## config.mk

```make
export PLATFORM = sky130hd
export DESIGN_NAME = kbs_matrix_scanner
export DESIGN_NICKNAME = d
export VERILOG_FILES = /design/src/rtl/kbs_pkg.sv /design/src/rtl/kbs_scan_timer.sv /design/src/rtl/kbs_debounce.sv /design/src/rtl/kbs_fifo.sv /design/src/rtl/kbs_matrix_scanner.sv
export SDC_FILE = /design/constraint.sdc
export NUM_CORES = 1
export LEC_CHECK = 0
export BUFFER_PORTS_ARGS = -buffer_cell sky130_fd_sc_hd__buf_2
export CORE_MARGIN = 3
export CORE_UTILIZATION = 57
export CTS_CLUSTER_SIZE = 25
export DETAILED_ROUTE_END_ITERATION = 10
export PLACE_DENSITY = 0.83
export SLEW_MARGIN = 20
export SYNTH_ARGS = -nofsm -noshare
export SYNTH_HDL_FRONTEND = slang
export SYNTH_SLANG_ARGS = --single-unit
```

## constraint.sdc

```tcl
create_clock -name clk -period 4.8 [get_ports clk]
set_clock_uncertainty 0.2 [all_clocks]
set_input_delay 0.72 -clock clk [delete_from_list [all_inputs] [get_ports clk]]
set_output_delay 0.72 -clock clk [all_outputs]
set_load 0.01 [all_outputs]
```

## src/rtl/kbs_pkg.sv

```systemverilog
// Shared constants and the key byte layout for the matrix keyboard scanner.
// Assumes a fixed 8x8 matrix: the stored byte holds a 3-bit row and column.
package kbs_pkg;

    localparam int ROW_W    = 3;
    localparam int COL_W    = 3;
    localparam int ROWS     = 1 << ROW_W;
    localparam int COLS     = 1 << COL_W;
    localparam int DEC_ROWS = 4;
    localparam int SCAN_W   = 4;

    typedef logic [7:0] kbyte_t;

    // Pack control, shift, row and column into one stored byte.
    function automatic kbyte_t make_code(input logic ctrl, input logic shift,
                                         input logic [ROW_W-1:0] row,
                                         input logic [COL_W-1:0] col);
        return {ctrl, shift, row, col};
    endfunction

endpackage

```

## src/rtl/kbs_scan_timer.sv

```systemverilog
// Row sequencer: holds each row for DWELL cycles, then advances with wrap.
// In one-hot mode only rows 0..3 are visited. A change of mode restarts at
// row 0, and no sample is taken in the cycle the change is seen.
// Assumes DWELL >= 2.
module kbs_scan_timer
    import kbs_pkg::*;
#(
    parameter int DWELL = 4
) (
    input  logic              clk,
    input  logic              rst_n,
    input  logic              decoded,
    output logic              sample,
    output logic [ROW_W-1:0]  row,
    output logic [SCAN_W-1:0] scan_out
);

    localparam int DW = (DWELL > 1) ? $clog2(DWELL) : 1;

    logic [DW-1:0]    dcnt;
    logic             mode_q;
    logic [ROW_W-1:0] last_row;

    // Pick the last row visited for the current scan style.
    always_comb begin
        last_row = decoded ? ROW_W'(DEC_ROWS - 1) : ROW_W'(ROWS - 1);
    end

    assign sample = (dcnt == DW'(DWELL - 1)) && (decoded == mode_q);

    // Advance the dwell counter and the row, restarting on a mode change.
    always_ff @(posedge clk) begin
        if (!rst_n) begin
            dcnt   <= '0;
            row    <= '0;
            mode_q <= 1'b0;
        end else if (decoded != mode_q) begin
            mode_q <= decoded;
            dcnt   <= '0;
            row    <= '0;
        end else if (sample) begin
            dcnt <= '0;
            row  <= (row == last_row) ? '0 : row + 1'b1;
        end else begin
            dcnt <= dcnt + 1'b1;
        end
    end

    // Drive the scan lines as a binary row number or as a one-hot pattern.
    always_comb begin
        if (decoded) scan_out = SCAN_W'(1) << row[1:0];
        else         scan_out = SCAN_W'(row);
    end

endmodule

```

## src/rtl/kbs_debounce.sv

```systemverilog
// Per-key debounce and acceptance. For every row it keeps the closures seen
// on the previous visit and the keys already reported. A key is reported
// once it is closed on two visits in a row, at most one key per visit with
// the lowest column first. It is forgotten when seen open again.
module kbs_debounce
    import kbs_pkg::*;
(
    input  logic             clk,
    input  logic             rst_n,
    input  logic             enable,
    input  logic             sample,
    input  logic [ROW_W-1:0] row,
    input  logic [COLS-1:0]  closed,
    input  logic             shift,
    input  logic             ctrl,
    output logic             push,
    output kbyte_t           code
);

    logic [COLS-1:0]  prev_q [ROWS];
    logic [COLS-1:0]  acc_q  [ROWS];
    logic [COLS-1:0]  fresh;
    logic [COLS-1:0]  pick;
    logic [COL_W-1:0] idx;

    // Find stable, unreported closures in the current row; choose the lowest.
    always_comb begin
        fresh = closed & prev_q[row] & ~acc_q[row];
        idx   = '0;
        pick  = '0;
        for (int i = COLS - 1; i >= 0; i--) begin
            if (fresh[i]) begin
                idx  = COL_W'(i);
                pick = COLS'(1) << i;
            end
        end
    end

    assign push = enable && sample && (|fresh);
    assign code = make_code(ctrl, shift, row, idx);

    // Record this visit's closures and update the reported-key set.
    always_ff @(posedge clk) begin
        if (!rst_n) begin
            for (int r = 0; r < ROWS; r++) begin
                prev_q[r] <= '0;
                acc_q[r]  <= '0;
            end
        end else if (enable && sample) begin
            prev_q[row] <= closed;
            acc_q[row]  <= (acc_q[row] & closed) | pick;
        end
    end

endmodule

```

## src/rtl/kbs_fifo.sv

```systemverilog
// Character buffer: DEPTH bytes, first in first out. A push while full is
// dropped and sets a sticky overrun flag, which ovr_clr clears. A pop of
// an empty buffer is ignored. Assumes DEPTH >= 2.
module kbs_fifo
    import kbs_pkg::*;
#(
    parameter int DEPTH = 8
) (
    input  logic                       clk,
    input  logic                       rst_n,
    input  logic                       push,
    input  kbyte_t                     din,
    input  logic                       pop,
    input  logic                       ovr_clr,
    output kbyte_t                     head,
    output logic [$clog2(DEPTH+1)-1:0] count,
    output logic                       full,
    output logic                       overrun
);

    localparam int AW = $clog2(DEPTH);
    localparam int CW = $clog2(DEPTH + 1);

    kbyte_t        mem [DEPTH];
    logic [AW-1:0] wptr;
    logic [AW-1:0] rptr;
    logic          push_ok;
    logic          pop_ok;

    assign full    = (count == CW'(DEPTH));
    assign push_ok = push && !full;
    assign pop_ok  = pop && (count != '0);
    assign head    = mem[rptr];

    // Store an accepted byte at the write pointer.
    always_ff @(posedge clk) begin
        if (push_ok) mem[wptr] <= din;
    end

    // Move pointers and count; latch overrun on a dropped byte.
    always_ff @(posedge clk) begin
        if (!rst_n) begin
            wptr    <= '0;
            rptr    <= '0;
            count   <= '0;
            overrun <= 1'b0;
        end else begin
            if (push_ok) wptr <= (wptr == AW'(DEPTH - 1)) ? '0 : wptr + 1'b1;
            if (pop_ok)  rptr <= (rptr == AW'(DEPTH - 1)) ? '0 : rptr + 1'b1;
            count   <= count + CW'(push_ok) - CW'(pop_ok);
            overrun <= (overrun && !ovr_clr) || (push && full);
        end
    end

endmodule

```

## src/rtl/kbs_matrix_scanner.sv

```systemverilog
// Top level: matrix scan, debounce and strobed capture feeding a character
// buffer, with a synchronous read port (data byte or status byte) and an
// interrupt request while the buffer is not empty. Assumes one rd_n low
// cycle per access and synchronous inputs.
module kbs_matrix_scanner
    import kbs_pkg::*;
#(
    parameter int DWELL = 4,
    parameter int DEPTH = 8
) (
    input  logic         clk,
    input  logic         rst_n,
    input  logic         cs_n,
    input  logic         rd_n,
    input  logic         addr0,
    output logic [7:0]   rdata,
    output logic         irq,
    input  logic         scan_decoded,
    input  logic         strobe_mode,
    output logic [3:0]   scan_out,
    input  logic [7:0]   ret_n,
    input  logic         shift_key,
    input  logic         ctrl_key
);

    localparam int CNT_W = $clog2(DEPTH + 1);

    logic             sample;
    logic [ROW_W-1:0] row;
    logic             db_push;
    kbyte_t           db_code;
    logic             ctrl_q;
    logic             strobe_fall;
    logic             push_req;
    kbyte_t           push_data;
    logic             data_rd;
    logic             stat_rd;
    kbyte_t           fifo_head;
    logic [CNT_W-1:0] fifo_count;
    logic             fifo_full;
    logic             fifo_ovr;
    kbyte_t           status;

    kbs_scan_timer #(.DWELL(DWELL)) u_timer (
        .clk      (clk),
        .rst_n    (rst_n),
        .decoded  (scan_decoded),
        .sample   (sample),
        .row      (row),
        .scan_out (scan_out)
    );

    kbs_debounce u_debounce (
        .clk    (clk),
        .rst_n  (rst_n),
        .enable (!strobe_mode),
        .sample (sample),
        .row    (row),
        .closed (~ret_n),
        .shift  (shift_key),
        .ctrl   (ctrl_key),
        .push   (db_push),
        .code   (db_code)
    );

    // Remember the previous control input to find its falling edge.
    always_ff @(posedge clk) begin
        if (!rst_n) ctrl_q <= 1'b1;
        else        ctrl_q <= ctrl_key;
    end

    assign strobe_fall = strobe_mode && ctrl_q && !ctrl_key;
    assign push_req    = strobe_mode ? strobe_fall : db_push;
    assign push_data   = strobe_mode ? ret_n : db_code;
    assign data_rd     = !cs_n && !rd_n && !addr0;
    assign stat_rd     = !cs_n && !rd_n && addr0;

    kbs_fifo #(.DEPTH(DEPTH)) u_fifo (
        .clk     (clk),
        .rst_n   (rst_n),
        .push    (push_req),
        .din     (push_data),
        .pop     (data_rd),
        .ovr_clr (stat_rd),
        .head    (fifo_head),
        .count   (fifo_count),
        .full    (fifo_full),
        .overrun (fifo_ovr)
    );

    // Assemble the status byte from the buffer flags and count.
    always_comb begin
        status            = '0;
        status[7]         = fifo_ovr;
        status[6]         = fifo_full;
        status[CNT_W-1:0] = fifo_count;
    end

    // Register the read result for the selected port.
    always_ff @(posedge clk) begin
        if (!rst_n) begin
            rdata <= '0;
        end else if (data_rd) begin
            rdata <= (fifo_count != '0) ? fifo_head : '0;
        end else if (stat_rd) begin
            rdata <= status;
        end
    end

    assign irq = (fifo_count != '0);

endmodule

```

; ---- Word level (Yosys, flattened, before mapping)
; Memory sizes are Yosys's and may differ from the RTL's. A register that Yosys moved wholly into a read port is not among the register bits.
; Cells that the tools add are included.
[word_totals]
out_inout_bits = 13
regBits = 26
word_cells = 104
mem_count = 3
input_bits = 17
mem_bits_rw = 192
[op_classes]
addsub = 6
eq_ne = 7
bitwise = 7
muxes = 44
shift = 1
n_reduce_logical = 27
[mem_list]
columns = name, words, word_bits, read_ports, rd_ports_with_merged_regs, write_ports, line
row1 = u_debounce.acc_q, 8, 8, 1, 1, 8, kbs_debounce.sv:21  ; logic [COLS-1:0] acc_q [ROWS];
row2 = u_debounce.prev_q, 8, 8, 1, 1, 8, kbs_debounce.sv:20  ; logic [COLS-1:0] prev_q [ROWS];
row3 = u_fifo.mem, 8, 8, 1, 1, 1, kbs_fifo.sv:24  ; kbyte_t mem [DEPTH];
[ops]
columns = operator, n
row1 = 8-bit two-way mux, 14
row2 = 3-bit two-way mux, 20
row3 = 8-bit bitwise AND, 3
row4 = 8-bit OR reduction, 3
row5 = 8-bit NOT, 2
row6 = 1-bit logical AND, 12
row7 = "3-bit by 1-bit adder with 3-bit output, second input constant", 3
row8 = 1-bit two-way mux, 9
row9 = 8-bit bitwise OR, 1
row10 = 1-bit zero test, 7
row11 = "3-bit equality test, second input constant", 2
row12 = 4-bit by 1-bit adder with 4-bit output, 1
row13 = "4-bit equality test, second input constant", 1
row14 = 4-bit two-way mux, 1
row15 = 4-bit nonzero test, 1
row16 = "1-bit by 2-bit left shift with 4-bit output, first input constant", 1
row17 = 4-bit by 1-bit subtractor with 4-bit output, 1
row18 = 3-bit equality test, 1
row19 = 3-bit OR reduction, 1
row20 = "2-bit by 1-bit adder with 2-bit output, second input constant", 1
row21 = "2-bit equality test, second input constant", 1
row22 = 2-bit nonzero test, 1
row23 = 2-bit OR reduction, 1
row24 = 1-bit equality test, 1
row25 = other kinds (3), 3

; ---- Logic depth before layout (Yosys ltp)
[logic_depth]
depth_word = 13
mapped_depth = 16

; ---- Modules after synthesis
; Synthesis repeated with hierarchy kept, for this count alone.
[unflattened]
cells_unflattened = 778
area_unflattened_um2 = 10548.9
[modules_own_cells]
columns = module, seq_area_each_um2, area_each_um2, instances, cells_each
row1 = kbs_debounce, 3843.7, 6366.1, 1, 496
row2 = kbs_fifo, 2202.1, 3211.8, 1, 175
row3 = kbs_matrix_scanner, 180.2, 623.1, 1, 71
row4 = kbs_scan_timer, 120.1, 347.8, 1, 36

; ---- Worst setup path after synthesis
; No wires, ideal clock.
[synth_path]
path_type = register -> register
startpoint = register with a tool-made name
endpoint = memory u_fifo.mem[0][0] (netlist name) (enable)
arrival_ns = 3.053
t_required_ns = 4.205
path_buffers = 2
setup_ns = 0.395
slack_ns = 1.152
period_less_slack_ns = 3.648
path_stages_with_launch = 10
cell_sequence = dfxtp_1 > buf_6 > mux4_2 > mux2_2 > a2111oi_2 > nor4_4 > nand4_2 > a31oi_4 > buf_6 > nor4_1
[synth_rtl]
columns = element, line
row1 = end: declaration, kbs_fifo.sv:24

==> reports/results.ini <==
[cells_and_area]
layout_common_cells = 192 x edfxtp_1, 141 x nor2_1, 45 x nand2_1, 36 x mux4_2, 31 x dfxtp_1
layout_commonest_cell = edfxtp_1
drive_above_1_share = 0.209
nFillCells = 1151
area_growth_pct = 12.0
final_nets = 744
fin_cells = 949
n_antenna_cell = 0
postLayoutCellArea_sq_mm = 0.0110

[worst_setup_path]
crit_path_cell_trace = buf_4 > mux4_1 > or3b_1 > a21oi_1 > nor2_1 > nand4_2 > a31oi_4 > inv_1 > ha_1 > inv_1 > fa_1 > xnor2_1 > and2_1
worstRegToRegCells = 13
cp_slowest_cell = mux4_1
r2r_end = u_fifo.count[2]
end_kind = flop
cp-start-kind = flop
critPathTopFamily = simple AND/OR/NAND/NOR gates
crit_fanout = 25
required_ps = 5000
worstPathArrival_ps = 4260
cp.buffers_inverters = 3
slowest_delay_ps = 620
crit_type = reg -> reg
r2r_slack_ps = 740
critPathMostFrequentCell = inv_1

[power]
p_switching_uw = 955
vdd_drop_max_mv = 0.323
swShare = 0.218
pwr-share-clk = 0.423
seqPwrFrac = 0.508
internal_power_mw = 3.42
p_comb_frac = 0.069
finalPower_mw = 4.37
power_density_mw_per_mm2 = 396
leakage_nw = 3.93

[timing]
final-hold-violation-count = 0
slew_headroom = 0.332
setup-violations-final = 0
rsz0062_at_grt = false
fin_crit_ps = 4060
timing.final.crit_share = 0.846
worstMarginPinSlew_ps = 1000
setup_tns_ps = 0
timing.fmax_mhz = 246
slew_violations = 0

[floorplanning]
ios = 30
dieArea_sq_mm = 0.0189
dieWidth_microns = 137
die_h_microns = 137
initial_utilization = 0.588
num_rows = 47
core_region_area_sq_mm = 0.0168

[worst_hold_path]
holdPathEnd = u_timer.dcnt[0]
min_path_type = reg -> reg
hold_depth = 1
min_from = u_timer.dcnt[0]

[logic_synthesis]
avgSynthCellArea_sq_um = 14.5
synth_area_sq_mm = 0.00985
synth_top_flop_cell = edfxtp_1
yosys_warnings = 0
postSynthNetCount = 714
yosysSeqAreaShare = 0.650
synthCells = 681
synth-seq-cells = 224
async_flop_share = 0
synth-edff-count = 192
synth_cell_type_count = 56

[global_route]
antenna_found_initial = 0
met3_usage = 0.0416
grt.busiest_layer = met2
grt_max_degree = 35
met1_usage = 0.310
grt_usage = 0.240
grt_use_met2 = 0.421
grt_pass1_wl_microns = 33900
grt-ovfl-total = 0
grt_pass1_vias = 5969

[detailed_routing]
initialDrtViolationCount = 557
firstDrtPassIters = 5
routed_via_density = 6.16
post_drt_wl_per_cell_microns = 23.0
drt_wl_total_microns = 21800
num_vias = 5845
drc = 0
ant_nets = 0

[placed_design]
dp_cells = 905
dpl.hpwl_microns = 13300
port_buffers = 29
dpl_cell_area_sq_mm = 0.0102
gp_congestion = 0.817

[clocking]
htree_levels = 1
clockRootBuffer = clkbuf_16
cts_buffer_depth = 3
clk_latency_ps = 510
holdBufCountCts = 0
cts_tree = built
clkTransAtPathRegs_ps = 60
numCtsBuffers = 24
cts_sinks = 224
cts_setup_buffers = 0
cts_resized = 0

[flow_run]
cap_viol_max_count = 0

[run_status]
status = completed

==> metal layers <==
layer  up-vias  wire, microns
met5         -              0
met4         0            631
met3        59           1610
met2       266          11400
met1      2922           8200
li1       2598              -
==> worst max-delay path by stage <==
stage | depth (start not counted) | endpoint | start
2_1_floorplan | 9 | u_fifo.mem[0][0] | flop
6_report | 13 | u_fifo.count[2] | flop
4_1_cts | 13 | u_fifo.count[2] | flop
5_1_grt | 13 | u_fifo.count[2] | flop
3_5_place_dp | 13 | u_fifo.count[2] | flop
3_3_place_gp | 13 | u_fifo.count[2] | flop
==> power groups by stage <==
stage / clock network [mW] / registers (mW) / logic [mW]
global route: 1.95 / 2.23 / 0.333
finish: 1.85 / 2.22 / 0.303
floorplan: 0 / 2.24 / 0.223
detailed placement: 0 / 2.26 / 0.296
CTS: 1.87 / 2.22 / 0.303
global placement: 0 / 2.26 / 0.282
==> state kept, by name (all words and copies together), names as in the netlist, named ones only <==
register	flops
u_fifo.count	4
u_fifo.overrun	1
u_timer.dcnt	2
u_fifo.wptr	3
u_timer.mode_q	1
u_debounce.acc_q	64
u_timer.row	3
u_fifo.mem	64
rdata	8
u_debounce.prev_q	64
ctrl_q	1
u_fifo.rptr	3
==> layout make-up <==
cell class	count	area, sq um	area share
Multi-Input combinational cell	397	3180	0.289
Inverter	15	56.3	0.00510
Tap cell	220	275	0.0250
Sequential cell	224	6410	0.581
Clock inverter	14	128	0.0116
Clock buffer	30	684	0.0620
Timing Repair Buffer	49	295	0.0268
==> synthesized netlist by cell type (all sizes together), types with 7 or more instances <==
master,n,area share
o21ai,11,0.0056
buf,17,0.011
dfxtp,32,0.065
nor3,11,0.0056
clkbuf,28,0.011
and2,8,0.0051
nand2,45,0.017
a21oi,7,0.0036
edfxtp,192,0.59
mux4,45,0.11
ha,15,0.019
inv,15,0.0057
mux2,10,0.011
nor2,141,0.054
mux2i,26,0.026
==> logic make-up (layout without fill, tap and decap cells) <==
group / after synthesis / in the layout / synth area share
AOI/OAI and AO/OA: 53 / 53 / 0.0406
xor gates and xnor gates: 3 / 3 / 0.00267
adders and majority gates: 16 / 16 / 0.0211
buffers and inverters: 60 / 108 / 0.0271
muxes: 81 / 81 / 0.144
DFF: 224 / 224 / 0.650
and+or+nand+nor: 244 / 244 / 0.114
==> through the flow <==
step	hold slack (ps)	utilization	setup slack, ps
2_1_floorplan	204	-	1150
5_1_grt	270	0.658	524
3_3_place_gp	212	0.610	899
6_report	245	0.658	741
4_1_cts	239	0.658	740
3_5_place_dp	231	0.610	780
No activity file was read; power rests on OpenSTA's default activity.
